<file path="src/rtl/tcu_pkg.sv">
package tcu_pkg;
  localparam int unsigned ADDR_W   = 64;
  localparam int unsigned TAG_W    = 4;
  localparam int unsigned TAG_LSB  = 56;
  localparam int unsigned GRAN_LOG = 4;
  localparam int unsigned NUM_GRAN = 64;
  localparam int unsigned IDX_W    = $clog2(NUM_GRAN);
  localparam int unsigned OFS_W    = GRAN_LOG + IDX_W;
  localparam int unsigned SIZE_W   = 12;
  localparam int unsigned CNT_W    = SIZE_W - GRAN_LOG + 2;

  typedef logic [TAG_W-1:0] tag_t;
  typedef logic [IDX_W-1:0] idx_t;

  typedef struct packed {
    logic valid;
    logic ok;
    logic fault;
  } rsp_t;
endpackage

</file>
<file path="src/rtl/tcu_tag_store.sv">
module tcu_tag_store
  import tcu_pkg::*;
#(
  parameter int unsigned N  = NUM_GRAN,
  parameter int unsigned IW = $clog2(N),
  parameter int unsigned TW = TAG_W
) (
  input  logic          clk_i,
  input  logic          rst_ni,
  input  logic          wr_en_i,
  input  logic [IW-1:0] wr_idx_i,
  input  logic [TW-1:0] wr_tag_i,
  input  logic [IW-1:0] rd_a_idx_i,
  input  logic [IW-1:0] rd_b_idx_i,
  output logic [TW-1:0] rd_a_tag_o,
  output logic [TW-1:0] rd_b_tag_o
);
  logic [TW-1:0] mem_q [N];

  for (genvar g = 0; g < N; g++) begin : g_ent
    always_ff @(posedge clk_i or negedge rst_ni) begin
      if (!rst_ni)                                   mem_q[g] <= '0;
      else if (wr_en_i && wr_idx_i == IW'(g))        mem_q[g] <= wr_tag_i;
    end
  end

  assign rd_a_tag_o = mem_q[rd_a_idx_i];
  assign rd_b_tag_o = mem_q[rd_b_idx_i];
endmodule

</file>
<file path="src/rtl/tcu_fill.sv">
module tcu_fill
  import tcu_pkg::*;
(
  input  logic              clk_i,
  input  logic              rst_ni,
  input  logic              set_valid_i,
  input  logic [OFS_W-1:0]  set_base_i,
  input  logic [SIZE_W-1:0] set_bytes_i,
  input  tag_t              set_tag_i,
  output logic              busy_o,
  output logic              wr_en_o,
  output idx_t              wr_idx_o,
  output tag_t              wr_tag_o
);
  logic [CNT_W-1:0] cnt_q;
  idx_t             ptr_q;
  tag_t             tag_q;
  logic [SIZE_W+1:0] span;
  logic             start;

  // granules covering [base, base+bytes) from the base offset inside its granule
  assign span  = (SIZE_W+2)'(set_base_i[GRAN_LOG-1:0]) + (SIZE_W+2)'(set_bytes_i)
               + (SIZE_W+2)'((1 << GRAN_LOG) - 1);
  assign start = set_valid_i && !busy_o && (set_bytes_i != '0);

  always_ff @(posedge clk_i or negedge rst_ni) begin
    if (!rst_ni) begin
      cnt_q <= '0;
      ptr_q <= '0;
      tag_q <= '0;
    end else if (start) begin
      cnt_q <= CNT_W'(span >> GRAN_LOG);
      ptr_q <= set_base_i[OFS_W-1:GRAN_LOG];
      tag_q <= set_tag_i;
    end else if (busy_o) begin
      cnt_q <= cnt_q - 1'b1;
      ptr_q <= ptr_q + 1'b1;
    end
  end

  assign busy_o   = (cnt_q != '0);
  assign wr_en_o  = busy_o;
  assign wr_idx_o = ptr_q;
  assign wr_tag_o = tag_q;
endmodule

</file>
<file path="src/rtl/tcu_compare.sv">
module tcu_compare
  import tcu_pkg::*;
(
  input  logic [OFS_W-1:0]    ofs_i,
  input  logic [GRAN_LOG-1:0] len_i,
  input  tag_t                ptr_tag_i,
  input  tag_t                tag_a_i,
  input  tag_t                tag_b_i,
  output idx_t                idx_a_o,
  output idx_t                idx_b_o,
  output logic                mismatch_o
);
  logic [GRAN_LOG:0] last_byte;
  logic              crosses;

  assign last_byte  = {1'b0, ofs_i[GRAN_LOG-1:0]} + {1'b0, len_i};
  assign crosses    = last_byte[GRAN_LOG];
  assign idx_a_o    = ofs_i[OFS_W-1:GRAN_LOG];
  assign idx_b_o    = idx_a_o + 1'b1;
  assign mismatch_o = (tag_a_i != ptr_tag_i) || (crosses && (tag_b_i != ptr_tag_i));
endmodule

</file>
<file path="src/rtl/tag_check_unit.sv">
module tag_check_unit
  import tcu_pkg::*;
(
  input  logic              clk_i,
  input  logic              rst_ni,
  input  logic              en_i,
  input  logic              sync_mode_i,
  input  logic              async_clr_i,
  input  logic              set_valid_i,
  input  logic [OFS_W-1:0]  set_base_i,
  input  logic [SIZE_W-1:0] set_bytes_i,
  input  logic [TAG_W-1:0]  set_tag_i,
  output logic              set_busy_o,
  input  logic              req_valid_i,
  input  logic [ADDR_W-1:0] req_addr_i,
  input  logic [GRAN_LOG-1:0] req_len_i,
  output logic              req_ready_o,
  output logic              rsp_valid_o,
  output logic              rsp_ok_o,
  output logic              rsp_fault_o,
  output logic [ADDR_W-1:0] fault_addr_o,
  output logic              async_fault_o
);
  logic wr_en;
  idx_t wr_idx, idx_a, idx_b;
  tag_t wr_tag, tag_a, tag_b;
  logic mismatch, accept, trap, flag_set;
  rsp_t rsp_q;
  logic [ADDR_W-1:0] fault_addr_q;
  logic flag_q;

  tcu_fill u_fill (
    .clk_i, .rst_ni,
    .set_valid_i, .set_base_i, .set_bytes_i, .set_tag_i,
    .busy_o(set_busy_o), .wr_en_o(wr_en), .wr_idx_o(wr_idx), .wr_tag_o(wr_tag)
  );

  tcu_tag_store u_store (
    .clk_i, .rst_ni,
    .wr_en_i(wr_en), .wr_idx_i(wr_idx), .wr_tag_i(wr_tag),
    .rd_a_idx_i(idx_a), .rd_b_idx_i(idx_b),
    .rd_a_tag_o(tag_a), .rd_b_tag_o(tag_b)
  );

  tcu_compare u_cmp (
    .ofs_i(req_addr_i[OFS_W-1:0]), .len_i(req_len_i),
    .ptr_tag_i(req_addr_i[TAG_LSB +: TAG_W]),
    .tag_a_i(tag_a), .tag_b_i(tag_b),
    .idx_a_o(idx_a), .idx_b_o(idx_b), .mismatch_o(mismatch)
  );

  assign req_ready_o = !set_busy_o;
  assign accept      = req_valid_i && req_ready_o;
  assign trap        = accept && en_i && sync_mode_i && mismatch;
  assign flag_set    = accept && en_i && !sync_mode_i && mismatch;

  always_ff @(posedge clk_i or negedge rst_ni) begin
    if (!rst_ni) begin
      rsp_q        <= '0;
      fault_addr_q <= '0;
      flag_q       <= 1'b0;
    end else begin
      rsp_q.valid <= accept;
      rsp_q.ok    <= accept && !trap;
      rsp_q.fault <= trap;
      if (trap)             fault_addr_q <= req_addr_i;
      if (flag_set)         flag_q <= 1'b1;
      else if (async_clr_i) flag_q <= 1'b0;
    end
  end

  assign rsp_valid_o   = rsp_q.valid;
  assign rsp_ok_o      = rsp_q.ok;
  assign rsp_fault_o   = rsp_q.fault;
  assign fault_addr_o  = fault_addr_q;
  assign async_fault_o = flag_q;
endmodule

</file>
<file path="config.mk">
export PLATFORM = sky130hd
export DESIGN_NAME = tag_check_unit
export DESIGN_NICKNAME = d
export VERILOG_FILES = /design/src/rtl/tcu_pkg.sv /design/src/rtl/tcu_tag_store.sv /design/src/rtl/tcu_fill.sv /design/src/rtl/tcu_compare.sv /design/src/rtl/tag_check_unit.sv
export SDC_FILE = /design/constraint.sdc
export NUM_CORES = 1
export LEC_CHECK = 0
export BUFFER_PORTS_ARGS = -buffer_cell sky130_fd_sc_hd__buf_2
export CAP_MARGIN = 20
export CORE_MARGIN = 1
export CORE_UTILIZATION = 58
export DETAILED_ROUTE_END_ITERATION = 6
export PLACE_DENSITY = 0.86
export SETUP_SLACK_MARGIN = 0.4
export SKIP_CTS_REPAIR_TIMING = 1
export SLEW_MARGIN = 5
export SYNTH_ARGS = -nofsm -noshare
export SYNTH_HDL_FRONTEND = slang
export SYNTH_SLANG_ARGS = --single-unit
</file>
<file path="constraint.sdc">
create_clock -name clk_i -period 4.42 [get_ports clk_i]
set_input_delay 0.884 -clock clk_i [delete_from_list [all_inputs] [get_ports clk_i]]
set_output_delay 0.884 -clock clk_i [all_outputs]
set_load 0.005 [all_outputs]
</file>
# Yosys cells after proc, flatten, opt, wreduce, memory -nomap -nowiden
# Cells that the tools add are included.
[op_classes]
add_sub_neg = 6
n_lt_le_gt_ge = 2
n_eq_ne = 65
muxes = 12
bitwise = 2
n_reduce_logical = 83
[op_table]
columns = ["operator", "count"]
rows = [
  ["$eq 6x6->1 const B", 32],
  ["$eq 6x5->1 const B", 16],
  ["$logic_and 1x1->1", 74],
  ["$bmux 4 s6", 2],
  ["$eq 6x4->1 const B", 8],
  ["$eq 6x3->1 const B", 4],
  ["$mux 10", 2],
  ["$mux 4", 4],
  ["$add 14x4->14 const B", 1],
  ["$ge 7x7->1 const B", 2],
  ["$not 6->7", 2],
  ["$add 4x12->13", 1],
  ["$add 6x1->6 const B", 2],
  ["$eq 6x2->1 const B", 2],
  ["$mux 6", 2],
  ["$reduce_bool 12->1", 1],
  ["$reduce_bool 10->1", 1],
  ["$sub 10x1->10 const B", 1],
  ["$ne 4x4->1", 2],
  ["$eq 6x1->1 const B", 1],
  ["$logic_not 6->1", 1],
  ["$add 4x4->5", 1],
  ["$reduce_bool 2->1", 2],
  ["$logic_not 1->1", 3],
  ["other kinds (2)", 3],
]
[totals]
register_bits = 344
inputBits = 101
out_inout_bits = 70
elab_cells = 242

# Longest topological paths before layout
[logic_depth]
depth_word = 11
ltp_mapped = 16

# Hierarchy
# From an unflattened synthesis, not the netlist that was laid out.
[hier_totals]
cells_unflattened = 1276
hier_area_um2 = 18418.9
[by_module_without_submodules]
columns = ["mod", "instances", "cells_per_inst", "area_per_inst_um2", "seq_area_each_um2"]
rows = [
  ["tcu_tag_store", 1, 940, 14019.7, 6406.1],
  ["tag_check_unit", 1, 147, 2686.3, 1701.6],
  ["tcu_fill", 1, 156, 1448.9, 500.5],
  ["tcu_compare", 1, 33, 264.0, 0.0],
]

# Worst setup path after synthesis
# OpenSTA, ideal clock, no wires.
[synth_timing]
path_kind = "input port to flip-flop"
startpoint = "input req_addr_i[4]"
endpoint = "register fault_addr_q[10], in the netlist fault_addr_o[10]"
setup_ps = 125
arrival_time_ps = 4034
required_ps = 4295
path_slack_ps = 261
cell_stages = 15
n_path_buf = 5
cell_sequence = "ha_1 > buf_4 > buf_2 > buf_2 > mux4_2 > nand2_1 > nand3_1 > nand4_1 > xor2_1 > nand4_1 > a221oi_2 > nor3b_1 > buf_6 > buf_12 > mux2_4"
[synth_between]
elab_chain_cells = 9
elab_cells_between_ends = 14
classes_between = "1 x add/sub; 2 x eq/ne; 6 x mux; 2 x bitwise; 3 x reduce/logical"
[synth_rtl]
columns = ["element", "line", "text"]
rows = [
  ["start, declared", "tag_check_unit.sv:15", "input logic [ADDR_W-1:0] req_addr_i,"],
  ["$add 6x1->6", "tcu_compare.sv:19", "assign idx_b_o = idx_a_o + 1'b1;"],
  ["$not 6->7 (not written as such)", "tcu_tag_store.sv:28", "assign rd_b_tag_o = mem_q[rd_b_idx_i];"],
  ["$bmux 4 s6", "tcu_tag_store.sv:28", ""],
  ["$mux 4 (not written as such) (2 in series)", "tcu_tag_store.sv:28", ""],
  ["$ne 4x4->1", "tcu_compare.sv:20", "assign mismatch_o = (tag_a_i != ptr_tag_i) || (crosses && (tag_b_i != ptr_tag_i));"],
  ["$logic_and 1x1->1", "tcu_compare.sv:20", ""],
  ["$logic_or 1x1->1 (*)", "tcu_compare.sv:20", ""],
  ["$logic_and 1x1->1 (*)", "tag_check_unit.sv:54", "assign trap = accept && en_i && sync_mode_i && mismatch;"],
  ["end signal, assigned", "tag_check_unit.sv:66", "if (trap) fault_addr_q <= req_addr_i;"],
  ["end, declared", "tag_check_unit.sv:29", "logic [ADDR_W-1:0] fault_addr_q;"],
]
# Every way passes the cells marked *; elsewhere a longest branch is shown, timed or not. The select of a mux whose other input is x is not followed.
# A chain may end at the register's enable or synchronous reset.

# Worst setup path after layout
[layout_timing]
startpoint = "input req_addr_i[7]"
endpoint = "register fault_addr_q[54], in the netlist fault_addr_o[54]"
# The elaborated chain is that of the path after synthesis.

==> impl_metrics.env <==
export IMPL_run_status="complete, no violations"
export IMPL_cpPeakStageDelay_ns=0.49
export IMPL_dr_wl_met2_um=25400
export IMPL_hp_class="input pin to asynchronous set/reset pin"
export IMPL_drtIter0Drc=1446
export IMPL_finalCritPeriodShare_pct=91.5
export IMPL_numCtsBuffers=38
export IMPL_yosysSeqAreaShare_pct=45.6
export IMPL_r2r_cells=9
export IMPL_cts_sinks=344
export IMPL_viasPerCell=6.71
export IMPL_ys_ff_latch=344
export IMPL_grt_pass1_wl_um=82000
export IMPL_crit_path_end_kind="register"
export IMPL_power_frac_comb_pct=14.9
export IMPL_crit_path_start_kind="input pin"
export IMPL_finalWeightedCongestion=1.02
export IMPL_start_util_pct=59.4
export IMPL_nNetsFinal=1670
export IMPL_path_buf_inv=3
export IMPL_avgRoutedWirePerCell_um=26.4
export IMPL_intPower_mw=5.73
export IMPL_final_cells=2019
export IMPL_rsz0062_at_grt="no"
export IMPL_clk_latency_ns=0.54
export IMPL_via_count=13554
export IMPL_min_period_ns=4.04
export IMPL_drive_above_1_share_pct=48.1
export IMPL_route_met3_wl_um=5330
export IMPL_holdWs_ns=0.417
export IMPL_r2r_slack_ns=0.69
export IMPL_synth_flop_cell="dfrtp_1"
export IMPL_dpl_hpwl_um=36300
export IMPL_die_width_um=182
export IMPL_crit_start="req_addr_i[7]"
export IMPL_syn2layout_area_growth_pct=15.7
export IMPL_io_pins=171
export IMPL_synth_avg_cell_area_um2=13.7
export IMPL_grt_usage_pct=32.4
export IMPL_ant_nets=0
export IMPL_synthArstFlopShare_pct=100
export IMPL_multi_input_area_um2=9650
export IMPL_path_max_fanout=23
export IMPL_routed_wl_um=53300
export IMPL_hold_viol=0
export IMPL_fin_skew_ns=0.0179
export IMPL_core_um2=31800
export IMPL_diodes=0
export IMPL_final_util_pct=68.7
export IMPL_sw_frac_of_total_pct=27.5
export IMPL_htreeDepth=2
export IMPL_io_buffers=170
export IMPL_setup_viol=0
export IMPL_crit_required_ns=4.84
export IMPL_die_y_um=182
export IMPL_grt_overflow_total=0
export IMPL_netlist_area_um2=18900
export IMPL_slew_viol_final=0
export IMPL_pwr_share_seq_pct=41.7
export IMPL_grt_pass1_vias=13968
export IMPL_fp_dieArea_um2=33300
export IMPL_r2r_end="u_store.mem_q[202]"
export IMPL_power_leakage_nw=10.4
export IMPL_path_depth=13
export IMPL_grt_max_degree=116
export IMPL_slew_headroom_pct=34.3
export IMPL_switching_power_mw=2.17
export IMPL_antenna_found_initial=0
export IMPL_syn_inst=1383
export IMPL_highest_layer="met4"
export IMPL_cp_slowest_cell="buf_2"
export IMPL_synth_nets=1498
export IMPL_p_per_area_nw_per_um2=362
export IMPL_ir_worst_vdd_uv=290
export IMPL_cp_endpoint="fault_addr_o[54]"
export IMPL_crit_path_cell_trace="buf_2, nand2b_1, o22a_1, o22ai_1, nand3_1, nand4_1, xor2_1, nand4_1, a221oi_4, nor3b_4, buf_4, buf_12, mux2_4"
export IMPL_clock_path_buffers=3
export IMPL_cp_arrival_ns=4.46
export IMPL_root_buffer="clkbuf_16"
export IMPL_worstSetupPathType="input pin to register"
export IMPL_synth_edff_count=0
export IMPL_ys_warn_count=0
export IMPL_crit_family="compound AO/OA/AOI/OAI gates"
export IMPL_cts_tree="built"
export IMPL_worst_pin_slew_ns=0.982
export IMPL_clk_pin_slew_ns=0.06
export IMPL_r2r_start="u_fill.cnt_q[2]"
export IMPL_num_rows=65
export IMPL_cp_common_cell="nand4_1"
export IMPL_n_fill_cell=2079
export IMPL_fmax_mhz=247
export IMPL_drc_errors=0
export IMPL_placedCellCount=1944
export IMPL_power_frac_clock_pct=43.4
export IMPL_dr_pass1_iters=6
export IMPL_ys_types=68
export IMPL_maxCapViolations=0
export IMPL_route_layer_met1_wl_um=19900
export IMPL_regArea_um2=8610
==> power by group through the flow <==
stage | clock network [mW] | logic [mW] | registers (mW)
finish | 3.43 | 1.18 | 3.29
global route | 3.60 | 1.25 | 3.29
CTS | 3.47 | 1.14 | 3.28
detailed placement | 0 | 1.12 | 3.34
global placement | 0 | 1.10 | 3.33
floorplan | 0 | 0.720 | 3.30
==> routing by layer <==
metal  vias to the layer above  track usage (%)
met2                       893             52.3
li1                       5524                -
met5                         -             1.04
met3                       218             7.62
met4                         0             15.1
met1                      6919             41.6
==> worst min-delay path by stage <==
stage                          start          endpoint  slack (ns)  cells past startpoint
CTS                           rst_ni  fault_addr_o[22]        0.48                      1
detailed placement  fault_addr_o[19]  fault_addr_o[19]        0.49                      1
finish                        rst_ni  fault_addr_o[22]        0.42                      1
floorplan            u_fill.cnt_q[9]   u_fill.cnt_q[9]        0.49                      1
global placement     fault_addr_o[2]   fault_addr_o[2]        0.49                      1
global route                  rst_ni  fault_addr_o[22]        0.50                      1
==> area by class of cell <==
class | instances | share of cell area [%]
Sequential cell | 344 | 39.4
Tap cell | 435 | 2.49
Clock inverter | 15 | 0.985
Timing Repair Buffer | 236 | 7.32
Inverter | 18 | 0.326
Clock buffer | 54 | 5.28
Multi-Input combinational cell | 917 | 44.2
==> sequential cells by signal, summed over array words and instances (netlist names) <==
signal	cells
rsp_valid_o	1
rsp_fault_o	1
rsp_ok_o	1
async_fault_o	1
u_fill.wr_tag_o	4
fault_addr_o	64
u_fill.cnt_q	10
u_store.mem_q	256
u_fill.wr_idx_o	6
==> placed cells by master (no fill, tap or decap), drive strengths merged, types with 25 or more instances in the layout <==
| cell type | netlist | routed |
|---|---|---|
| nand2 | 73 | 73 |
| dfrtp | 344 | 344 |
| nand3 | 56 | 56 |
| mux4 | 115 | 115 |
| xor2 | 25 | 25 |
| mux2 | 326 | 326 |
| nor2 | 58 | 58 |
| mux2i | 53 | 53 |
| clkbuf | 59 | 54 |
| buf | 45 | 236 |
==> per-stage QoR <==
step | area (um^2) | worst slack [ns] | power (mW) | setup TNS [ns]
final | 21900 | 0.376 | 7.90 | 0
after global routing | 21900 | 0.394 | 8.14 | 0
after CTS | 21700 | 0.435 | 7.89 | 0
after detailed placement | 20300 | -0.105 | 4.46 | -3.98
after floorplan | 18900 | 0.413 | 4.02 | 0
after global placement | 20300 | -0.0796 | 4.43 | -3.10
==> cells in the mapped netlist, types with 4 or more instances <==
| cell type | n | share of area (%) |
|---|---|---|
| dfrtp_1 | 344 | 46 |
| mux2_2 | 266 | 16 |
| mux4_2 | 112 | 13 |
| nand2_1 | 73 | 1.5 |
| mux2_4 | 60 | 4.8 |
| clkbuf_1 | 59 | 1.2 |
| nor2_1 | 58 | 1.2 |
| nand3_1 | 55 | 1.5 |
| mux2i_1 | 53 | 2.8 |
| xor2_1 | 23 | 1.1 |
| a21oi_1 | 20 | 0.53 |
| o22ai_1 | 20 | 0.66 |
| buf_2 | 19 | 0.50 |
| xnor2_1 | 19 | 0.88 |
| a22oi_1 | 18 | 0.72 |
| inv_1 | 16 | 0.32 |
| ha_1 | 13 | 0.86 |
| o21ai_0 | 11 | 0.29 |
| nand2b_1 | 10 | 0.33 |
| nand4_1 | 10 | 0.33 |
| buf_4 | 9 | 0.36 |
| buf_6 | 8 | 0.48 |
| nor2b_1 | 7 | 0.23 |
| nor4_1 | 7 | 0.23 |
| a211oi_1 | 6 | 0.24 |
| a21o_1 | 6 | 0.24 |
| buf_12 | 6 | 0.64 |
| nor3_1 | 5 | 0.13 |
| a221oi_2 | 4 | 0.32 |
| and3_1 | 4 | 0.13 |
| nor3b_1 | 4 | 0.16 |
| or2_2 | 4 | 0.13 |
| or3_1 | 4 | 0.13 |
==> cell families after synthesis <==
family | after synthesis | share of synthesized area (%)
buffers and inverters | 122 | 3.62
AO/OA/AOI/OAI | 113 | 4.22
flip-flops | 344 | 45.6
AND/OR/NAND/NOR | 252 | 6.31
multiplexers | 494 | 37.2
adder cells (fa/ha/maj) | 14 | 0.967
XOR/XNOR | 44 | 2.12
Power figures use the tool's default switching activity.
